$ cat config.mk
export PLATFORM = sky130hd
export DESIGN_NAME = adc_port_emu
export DESIGN_NICKNAME = d
export VERILOG_FILES = /design/src/rtl/adc_port_pkg.sv /design/src/rtl/adc_port_ctrl.sv /design/src/rtl/adc_port_data.sv /design/src/rtl/adc_port_emu.sv
export SDC_FILE = /design/constraint.sdc
export NUM_CORES = 1
export LEC_CHECK = 0
export BUFFER_PORTS_ARGS = -buffer_cell sky130_fd_sc_hd__buf_2
export CORE_MARGIN = 4
export CORE_UTILIZATION = 50
export DETAILED_ROUTE_END_ITERATION = 7
export GPL_TIMING_DRIVEN = 0
export PLACE_DENSITY_LB_ADDON = 0.25
export SKIP_LAST_GASP = 1
export SYNTH_ARGS = -nofsm -noshare
export SYNTH_HDL_FRONTEND = slang
export SYNTH_SLANG_ARGS = --single-unit
$ cat constraint.sdc
create_clock -name clk -period 1.7 [get_ports clk]
set_clock_uncertainty 0.1 [all_clocks]
set_input_delay 0.255 -clock clk [delete_from_list [all_inputs] [get_ports clk]]
set_output_delay 0.255 -clock clk [all_outputs]
set_load 0.02 [all_outputs]
$ cat src/rtl/adc_port_pkg.sv
package adc_port_pkg;
  typedef enum logic [1:0] {
    PWR_NORMAL  = 2'd0,
    PWR_PARTIAL = 2'd1,
    PWR_FULL    = 2'd2
  } pwr_state_t;

  typedef struct packed {
    logic load;     // frame start: capture samples, drive lines
    logic advance;  // next bit onto the lines
    logic release_; // three-state both lines
  } ctrl_strobe_t;
endpackage

$ cat src/rtl/adc_port_ctrl.sv
module adc_port_ctrl
  import adc_port_pkg::*;
#(
  parameter int FRAME_EDGES = 32,
  parameter int SLEEP_EDGE  = 2,
  parameter int WAKE_EDGE   = 10,
  parameter int EXTRA_BAD   = 1
) (
  input  logic         clk,
  input  logic         rstN,
  input  logic         csN,
  input  logic         sclk,
  output ctrl_strobe_t strobe,
  output pwr_state_t   powerState,
  output logic         dataValid
);
  localparam int CW = $clog2(FRAME_EDGES + 1);
  localparam int PW = $clog2(EXTRA_BAD + 1) + 1;

  logic          csPrev, sclkPrev;
  logic          csFall, csRise, sclkFall;
  logic          frameActive;
  logic [CW-1:0] edgeCount;
  logic [PW-1:0] badLeft;
  pwr_state_t    state, nextState;

  assign csFall   = csPrev & ~csN;
  assign csRise   = ~csPrev & csN;
  assign sclkFall = sclkPrev & ~sclk;

  assign strobe.load     = csFall;
  assign strobe.advance  = frameActive && sclkFall && !csRise &&
                           (edgeCount < CW'(FRAME_EDGES));
  assign strobe.release_ = (frameActive && csRise) ||
                           (strobe.advance && edgeCount == CW'(FRAME_EDGES - 1));

  always_comb begin
    nextState = state;
    if (edgeCount >= CW'(WAKE_EDGE)) begin
      nextState = PWR_NORMAL;
    end else if (edgeCount >= CW'(SLEEP_EDGE)) begin
      case (state)
        PWR_NORMAL:  nextState = PWR_PARTIAL;
        default:     nextState = PWR_FULL;
      endcase
    end
  end

  always_ff @(posedge clk) begin
    if (!rstN) begin
      csPrev      <= 1'b1;
      sclkPrev    <= 1'b0;
      frameActive <= 1'b0;
      edgeCount   <= '0;
      state       <= PWR_NORMAL;
      badLeft     <= '0;
      dataValid   <= 1'b0;
    end else begin
      csPrev   <= csN;
      sclkPrev <= sclk;
      if (csFall) begin
        frameActive <= 1'b1;
        edgeCount   <= '0;
        dataValid   <= (state == PWR_NORMAL) && (badLeft == '0);
        if (state == PWR_NORMAL && badLeft != '0) badLeft <= badLeft - 1'b1;
      end else if (frameActive && csRise) begin
        frameActive <= 1'b0;
        state       <= nextState;
        if (state == PWR_FULL && nextState == PWR_NORMAL) badLeft <= PW'(EXTRA_BAD);
      end else if (strobe.advance) begin
        edgeCount <= edgeCount + 1'b1;
      end
    end
  end

  assign powerState = state;

  assert_count_bound_R5: assert property (@(posedge clk) disable iff (!rstN)
    edgeCount <= CW'(FRAME_EDGES));
  assert_cs_high_ends_R4: assert property (@(posedge clk) disable iff (!rstN)
    csN |=> !frameActive);
  assert_no_skip_R7: assert property (@(posedge clk) disable iff (!rstN)
    $past(state) == PWR_NORMAL |-> state != PWR_FULL);
  assert_valid_normal_R11: assert property (@(posedge clk) disable iff (!rstN)
    $rose(dataValid) |-> $past(state) == PWR_NORMAL);
  assert_full_wake_bad_R11: assert property (@(posedge clk) disable iff (!rstN)
    ($past(state) == PWR_FULL && state == PWR_NORMAL) |-> badLeft == PW'(EXTRA_BAD));
endmodule

$ cat src/rtl/adc_port_data.sv
module adc_port_data
  import adc_port_pkg::*;
#(
  parameter int DATA_W = 12,
  parameter int LEAD_W = 2
) (
  input  logic              clk,
  input  logic              rstN,
  input  ctrl_strobe_t      strobe,
  input  logic [DATA_W-1:0] sampleA,
  input  logic [DATA_W-1:0] sampleB,
  output logic              sdoA,
  output logic              sdoAEn,
  output logic              sdoB,
  output logic              sdoBEn
);
  localparam int HALF_W  = 2 * LEAD_W + DATA_W;
  localparam int FRAME_W = 2 * HALF_W;

  logic [FRAME_W-1:0] wordA, wordB;
  logic               driveEn;

  function automatic logic [FRAME_W-1:0] buildFrame(
      input logic [DATA_W-1:0] first, input logic [DATA_W-1:0] second);
    return {{LEAD_W{1'b0}}, first, {(2*LEAD_W){1'b0}}, second, {LEAD_W{1'b0}}};
  endfunction

  always_ff @(posedge clk) begin
    if (!rstN) begin
      wordA   <= '0;
      wordB   <= '0;
      driveEn <= 1'b0;
    end else if (strobe.load) begin
      wordA   <= buildFrame(sampleA, sampleB);
      wordB   <= buildFrame(sampleB, sampleA);
      driveEn <= 1'b1;
    end else begin
      if (strobe.advance) begin
        wordA <= {wordA[FRAME_W-2:0], 1'b0};
        wordB <= {wordB[FRAME_W-2:0], 1'b0};
      end
      if (strobe.release_) driveEn <= 1'b0;
    end
  end

  assign sdoA   = driveEn & wordA[FRAME_W-1];
  assign sdoB   = driveEn & wordB[FRAME_W-1];
  assign sdoAEn = driveEn;
  assign sdoBEn = driveEn;

  assert_load_drives_R2: assert property (@(posedge clk) disable iff (!rstN)
    strobe.load |=> driveEn);
  assert_release_tristates_R4: assert property (@(posedge clk) disable iff (!rstN)
    (strobe.release_ && !strobe.load) |=> !driveEn);
endmodule

$ cat src/rtl/adc_port_emu.sv
module adc_port_emu
  import adc_port_pkg::*;
#(
  parameter int DATA_W     = 12,
  parameter int LEAD_W     = 2,
  parameter int SLEEP_EDGE = 2,
  parameter int WAKE_EDGE  = 10,
  parameter int EXTRA_BAD  = 1
) (
  input  logic              clk,
  input  logic              rstN,
  input  logic              csN,
  input  logic              sclk,
  input  logic [DATA_W-1:0] sampleA,
  input  logic [DATA_W-1:0] sampleB,
  output logic              sdoA,
  output logic              sdoAEn,
  output logic              sdoB,
  output logic              sdoBEn,
  output logic [1:0]        powerState,
  output logic              dataValid
);
  localparam int FRAME_EDGES = 2 * (2 * LEAD_W + DATA_W);

  ctrl_strobe_t strobe;
  pwr_state_t   stateInt;

  adc_port_ctrl #(
    .FRAME_EDGES(FRAME_EDGES), .SLEEP_EDGE(SLEEP_EDGE),
    .WAKE_EDGE(WAKE_EDGE), .EXTRA_BAD(EXTRA_BAD)
  ) u_ctrl (
    .clk(clk), .rstN(rstN), .csN(csN), .sclk(sclk),
    .strobe(strobe), .powerState(stateInt), .dataValid(dataValid)
  );

  adc_port_data #(.DATA_W(DATA_W), .LEAD_W(LEAD_W)) u_data (
    .clk(clk), .rstN(rstN), .strobe(strobe),
    .sampleA(sampleA), .sampleB(sampleB),
    .sdoA(sdoA), .sdoAEn(sdoAEn), .sdoB(sdoB), .sdoBEn(sdoBEn)
  );

  assign powerState = stateInt;
endmodule

==> metrics.md, run 1 <==
| Metric | Value |
|---|---|
| Status | finished clean |
| Worst skew pair latency | approximately 0.34 ns |
| Fin area | roughly 3400 um2 |
| Max-cap viol count | 0 |
| Max-slew violations | 0 |
| Leak Pwr | roughly 1.3 nW |
| Reg2Reg Setup Slack | 0.05 ns |
| Worst setup EP type | register |
| Die Width | 85.4 um |
| DP Worst Slack | -0.0446 ns |
| Syn Nets | about 400 |
| Mapped cell area | 3000 um2 |
| Netlist cell types | 38 |
| Hold Path End | u_ctrl.sclkPrev |
| Crit path DAT | 1.82 ns |
| Most common cell after layout, fill and taps aside | nand2_1 |
| Yosys Warn Count | 0 |
| Vias per cell | 5.63 |
| Initial antenna violation count | 0 |
| Final hold vios | 0 |
| Final setup vio count | 0 |
| P per Cell Area | between 900 and 1000 nW/um2 |
| Hold_sp | sclk |
| Largest net degree at the start of global routing | 11 |
| First-pass GRT wire length | approximately 12 mm |
| Die Span Y | 85.4 um |
| TritonCTS clock tree | yes |
| Syn_area_per_cell | ~8.0 um2 |
| IO Port Bufs | 33 |
| Asr flop ratio synth | 0% |
| Routed WL | roughly 7 mm |
| Die Area | about 7300 um2 |
| Fillers | around 520 |
| Maximum clock path buffer count | 2 |
| Gate Count Post-Synth | about 370 |
| Post-synth top area share | 50.1% |
| Placement Rows | 27 |
| Clock-pin slew on the worst setup and hold paths | 0.07 ns |
| Total core area | between 5000 and 6000 um2 |
| Hold Path Depth | 2 |
| Commonest cells after routing, fill and taps aside | nand2_1, dfxtp_1, a31oi_1 |
| Detailed-route via count | approximately 2800 |
| Top cells by area, synth | dfxtp_1, nand2_1, a31oi_1, o21ai_0, a21oi_1 |
| Post-route clock period utilization | between 90% and 100% |
| DRT iter0 DRCs | ~140 |
| Setup CP Type | register to register |
| Starting Density | a little over half |
| R2R Path End | u_data.wordA[26] |
| TritonRoute pass-1 iters | 5 |
| Post-CTS Hold Buffers | 0 |
| Unrepaired setup endpoints after global routing | true |
| Area grow syn2layout | 14.5% |
| Post-synth top flop | dfxtp_1 |
| Cts repair resizes | 0 |
| FF-to-FF path depth | 6 |
| Register area share after synthesis | 50.1% |
| Number of flops mapped to enable cells by yosys | 0 |
| Ports | 35 |
| R2r startpoint | u_ctrl.edgeCount[5] |
| Post-CTS Setup Inserts | 0 |
| Layout cells sized above 1 | 17.7% |
| Per-cell routed wire length | 14.3 um |
| Cell taking the most area after synthesis | dfxtp_1 |
| Relative slew slack | around 65% |
| Setup ws final | ~0.046 ns |
| CTS Buf Count | 9 |
| Gr usage total | 20.5% |
| Placer Congestion | between 0.8 and 0.9 |
| Antenna Cells | 0 |
| Hpwl dp | between 4 and 5 mm |
| Clock Sinks | 75 |
| Largest fanout on the critical path | 10 |
| FMAX | 0.605 GHz |
| Crit path required time | between 1.5 and 2 ns |
| Measured slew at the worst slew-check pin | 0.530 ns |
| Overflow after GRT | 0 |
| Register area | around 1500 um2 |
| Final net count | between 400 and 500 |
| Placed inst area | around 3300 um2 |
| Antenna-violating nets left | 0 |
| #FFs+latches synth | 75 |
| Peak supply drop | about 660 uV |
| Vias in the first global route | ~2500 |
| Fin crit period | ~1.7 ns |
| Clock root buffer | clkbuf_8 |
| Crit path launch type | register |
| DRC viols | 0 |
| Multi-input gate area | approximately 1400 um2 |
| Min-Delay Path Class | input port to register |
| H-tree Lvls | 3 |
==> worst max path at each step <==
stage                                    from                end  cells after the start
after floorplan           u_ctrl.edgeCount[1]  u_ctrl.badLeft[1]                      4
after global placement                    csN      u_data.sdoAEn                      5
after detailed placement                  csN      u_data.sdoAEn                      5
after CTS                 u_ctrl.edgeCount[1]  u_ctrl.badLeft[1]                      4
after global routing      u_ctrl.edgeCount[5]   u_data.wordA[26]                      6
final                     u_ctrl.edgeCount[5]   u_data.wordA[26]                      6
==> power breakdown <==
part / leakage (nW) / switching (mW) / internal (mW)
clock: 0.0803 / 0.593 / 0.579
sequential: 0.618 / 0.0545 / 1.85
combinational: 0.599 / 0.174 / 0.110
==> worst max-delay path, stage by stage (launching register included) <==
cell      delay [ns]
dfxtp_1         0.35
nor3b_2         0.27
and3_1          0.19
clkbuf_4        0.20
buf_4           0.20
nand2_1         0.09
a31oi_1         0.18
==> metal layers <==
layer / GRT usage [%] / routed length, um
met5: 0 / 0
met4: 5.76 / 92
met3: 7.77 / 493
met2: 30.9 / 3180
met1: 27.5 / 3220
==> cells by family (layout without fill, tap and decap cells) <==
kind of cell               after synthesis  in the layout  synth area share [%]
AOI/OAI and AO/OA                       99             99                  20.0
xor gates and xnor gates                 2              2                 0.585
adders and majority gates                3              3                  1.25
buffers and inverters                   33             78                  5.09
DFF                                     75             75                  50.1
muxes                                    1              1                 0.334
and+or+nand+nor                        160            160                  22.6
==> per-stage QoR <==
| step | total power, mW | std cells | hold slack, ns | utilization [%] | TNS (ns) |
|---|---|---|---|---|---|
| 5_1_grt | 3.52 | 490 | 0.0223 | 60.8 | -0.123 |
| 6_report | 3.36 | 490 | 0.0370 | 60.8 | 0 |
| 3_5_place_dp | 2.22 | 478 | 0.343 | 57.6 | -0.0696 |
| 4_1_cts | 3.38 | 490 | 0.0214 | 60.4 | 0 |
| 2_1_floorplan | 2.12 | 373 | 0.256 | - | 0 |
| 3_3_place_gp | 2.22 | 478 | 0.338 | 57.6 | -0.0935 |
==> registers in the layout, summed over array words and instances, names as in the netlist <==
name / flops
u_ctrl.frameActive: 1
u_data.sdoAEn: 1
u_ctrl.csPrev: 1
u_ctrl.sclkPrev: 1
u_data.wordA: 30
u_ctrl.badLeft: 2
u_ctrl.edgeCount: 6
u_ctrl.powerState: 2
u_data.wordB: 30
u_ctrl.dataValid: 1
==> layout make-up <==
type | count | area share, %
inverters | 6 | 0.656
clock buffers | 12 | 4.52
repair buffers | 33 | 4.81
well taps | 72 | 2.63
flip-flops and latches | 75 | 43.8
plain buffers | 27 | 4.16
multi-input cells | 265 | 39.4
==> synthesized netlist by cell type, drive strengths merged, types with 2 or more instances <==
cell / count
nor2: 11
a21oi: 19
buf: 11
clkbuf: 16
nor3: 3
a31oi: 44
nor2b: 2
and3: 3
and2: 3
inv: 6
nand3: 5
nand2: 123
a211oi: 2
a311oi: 2
ha: 3
nand2b: 3
dfxtp: 75
or3: 2
o21ai: 24
Power figures use the tool's default switching activity.
==> run 2: changes to the inputs <==
==> constraint.sdc (replaced) <==
create_clock -name clk -period 1.5 [get_ports clk]
set_clock_uncertainty 0.1 [all_clocks]
set_input_delay 0.225 -clock clk [delete_from_list [all_inputs] [get_ports clk]]
set_output_delay 0.225 -clock clk [all_outputs]
set_load 0.02 [all_outputs]
==> run 2 against run 1 <==
The flow now finishes with violations (negative setup slack). Fmax down 1.1%. Combinational power up 33%. Final area up 14%. Critical path depth up 1. Total power up 24%. Non-clock buffer count up 15. Register-to-register slack worse by 0.22 ns. First-iteration DRC count up 24%. Sequential share of layout area down 5.3 points. Hold slack about the same. Flip-flop and latch count unchanged. Count of clock-buffer cells in the layout unchanged. Largest cell class unchanged.
==> metrics.md, run 2 (synthesis gave the netlist of run 1 again) <==
| Metric | Value |
|---|---|
| Violated checks | negative setup slack |
| Clock-pin slew on the worst setup and hold paths | approximately 0.080 ns |
| Measured slew at the worst slew-check pin | approximately 0.53 ns |
| Min-Delay Path Class | input port to register |
| Largest fanout on the critical path | 5 |
| Routed WL | a little over 8 mm |
| Post-CTS Hold Buffers | 0 |
| Placer Congestion | between 0.8 and 0.9 |
| Most common cell after layout, fill and taps aside | nand2_1 |
| Fin crit period | about 1.7 ns |
| Hpwl dp | roughly 5 mm |
| P per Cell Area | 1070 nW/um2 |
| Routed met3 length | about 560 um |
| Top Registers | u_data.wordA (30), u_data.wordB (30), u_ctrl.edgeCount (6) |
| Commonest cells after routing, fill and taps aside | nand2_1, dfxtp_1, a31oi_1 |
| Die Width | 85.4 um |
| FMAX | between 0.5 and 0.6 GHz |
| Setup TNS | -6.84 ns |
| Initial antenna violation count | 0 |
| Clock root buffer | clkbuf_8 |
| Register area | between 1500 and 2000 um2 |
| Layout cells sized above 1 | between 20% and 30% |
| Final setup vio count | 69 |
| Starting Density | 53.1% |
| Reg2Reg Setup Slack | -0.17 ns |
| Worst skew pair latency | around 0.35 ns |
| Uppermost layer routed | met4 |
| Die Area | ~7300 um2 |
| Detailed-route via count | between 2000 and 3000 |
| Leak Pwr | roughly 1.5 nW |
| DRT iter0 DRCs | roughly 180 |
| Fillers | about 430 |
| Unrepaired setup endpoints after global routing | true |
| TritonRoute pass-1 iters | 4 |
| Status | complete, but fails checks |
| Per-cell routed wire length | 15.8 um |
| Crit path required time | 1.67 ns |
| CTS Buf Count | 9 |
| Setup CP Type | register to register |
| Crit path DAT | approximately 1.8 ns |
| Clock Sinks | 75 |
| DRC viols | 0 |
| Vias in the first global route | roughly 2600 |
| Placed inst area | roughly 3300 um2 |
| IO Port Bufs | 33 |
| Hold_ws | ~0.037 ns |
| TritonCTS clock tree | yes |
| Maximum clock path buffer count | 2 |
| Fin area | approximately 3900 um2 |
| Placement Rows | 27 |
| Gr usage total | approximately a fifth |
| Overflow after GRT | 0 |
| H-tree Lvls | 3 |
| Crit path launch type | register |
| Final hold vios | 0 |
| Metal2 WL | approximately 3.8 mm |
| Area grow syn2layout | 30.8% |
| Total core area | roughly 5600 um2 |
| Multi-input gate area | between 1000 and 1500 um2 |
| Antenna-violating nets left | 0 |
| Met1 WL | 3.56 mm |
| First-pass GRT wire length | 12.1 mm |
| Peak supply drop | ~760 uV |
| Power Total | about 4.2 mW |
| Antenna Cells | 0 |
| Worst setup EP type | register |
| Vias per cell | 5.64 |
| Max-slew violations | 0 |
| Ports | 35 |
| Relative slew slack | approximately 64% |
| Max-cap viol count | 0 |
| Post-route clock period utilization | 111% |
| Die Span Y | between 80 and 90 um |
| Setup ws final | -0.171 ns |
| Core Util, Final | around 69% |
| Largest net degree at the start of global routing | 13 |
| Final net count | 465 |
run 2: cell types whose count changed in the layout (fill, tap and decap cells not counted), moves of 3 or more:
cell / previous run / this run
buf_6: 0 / 12
buf_8: 0 / 6
a21oi_2: 0 / 4
clkbuf_1: 9 / 4
buf_2: 37 / 34
a21oi_1: 19 / 15
nand2_4: 0 / 3
nand2_2: 0 / 4
clkbuf_16: 0 / 4
nand2_1: 123 / 116
run 2: metal layers:
layer | vias to the layer above | track usage, %
li1 | 1422 | -
met1 | 1350 | 28.1
met2 | 95 | 31.1
met3 | 17 | 5.92
met4 | 0 | 8.35
met5 | - | 0
run 2: cell type report:
| type | count | share of cell area [%] |
|---|---|---|
| Multi-Input combinational cell | 267 | 37.7 |
| Buffer | 26 | 5.87 |
| Timing Repair Buffer | 49 | 9.58 |
| Sequential cell | 75 | 38.6 |
| Clock inverter | 4 | 1.21 |
| Tap cell | 72 | 2.30 |
| Inverter | 6 | 0.575 |
| Clock buffer | 12 | 4.21 |
run 2: final timing paths:
| path | start | to | depth (start not counted) |
|---|---|---|---|
| min | sclk | u_ctrl.sclkPrev | 2 |
| min reg2reg | u_data.wordB[30] | u_data.wordB[31] | 2 |
| max reg2reg | u_ctrl.edgeCount[5] | u_data.wordA[23] | 7 |
| max | u_ctrl.edgeCount[5] | u_data.wordA[23] | 7 |
run 2: power breakdown:
part	internal (mW)	switching, mW
Combinational	0.159	0.219
Clock	0.900	0.748
Sequential	2.10	0.0640
run 2: worst max-delay path, cell delays in order (launching register included):
cell       delay (ns)
dfxtp_4          0.37
nor3b_4          0.22
buf_6            0.15
and3_4           0.25
buf_4            0.15
clkbuf_16        0.13
nand2_1          0.05
a31oi_1          0.15
run 2: metrics by stage:
stage          instances  worst slack, ns
2_1_floorplan        373          -0.0606
3_3_place_gp         478           -0.179
3_5_place_dp         478           -0.190
4_1_cts              497           -0.138
5_1_grt              511           -0.215
6_report             511           -0.171
run 2: repair_timing:
action,in CTS,in global routing
endpoints found under the setup margin,71,72
gates cloned,0,8
endpoints found under the hold margin,0,0
gates resized for setup,23,66
pin swaps,3,18
setup buffers,3,7
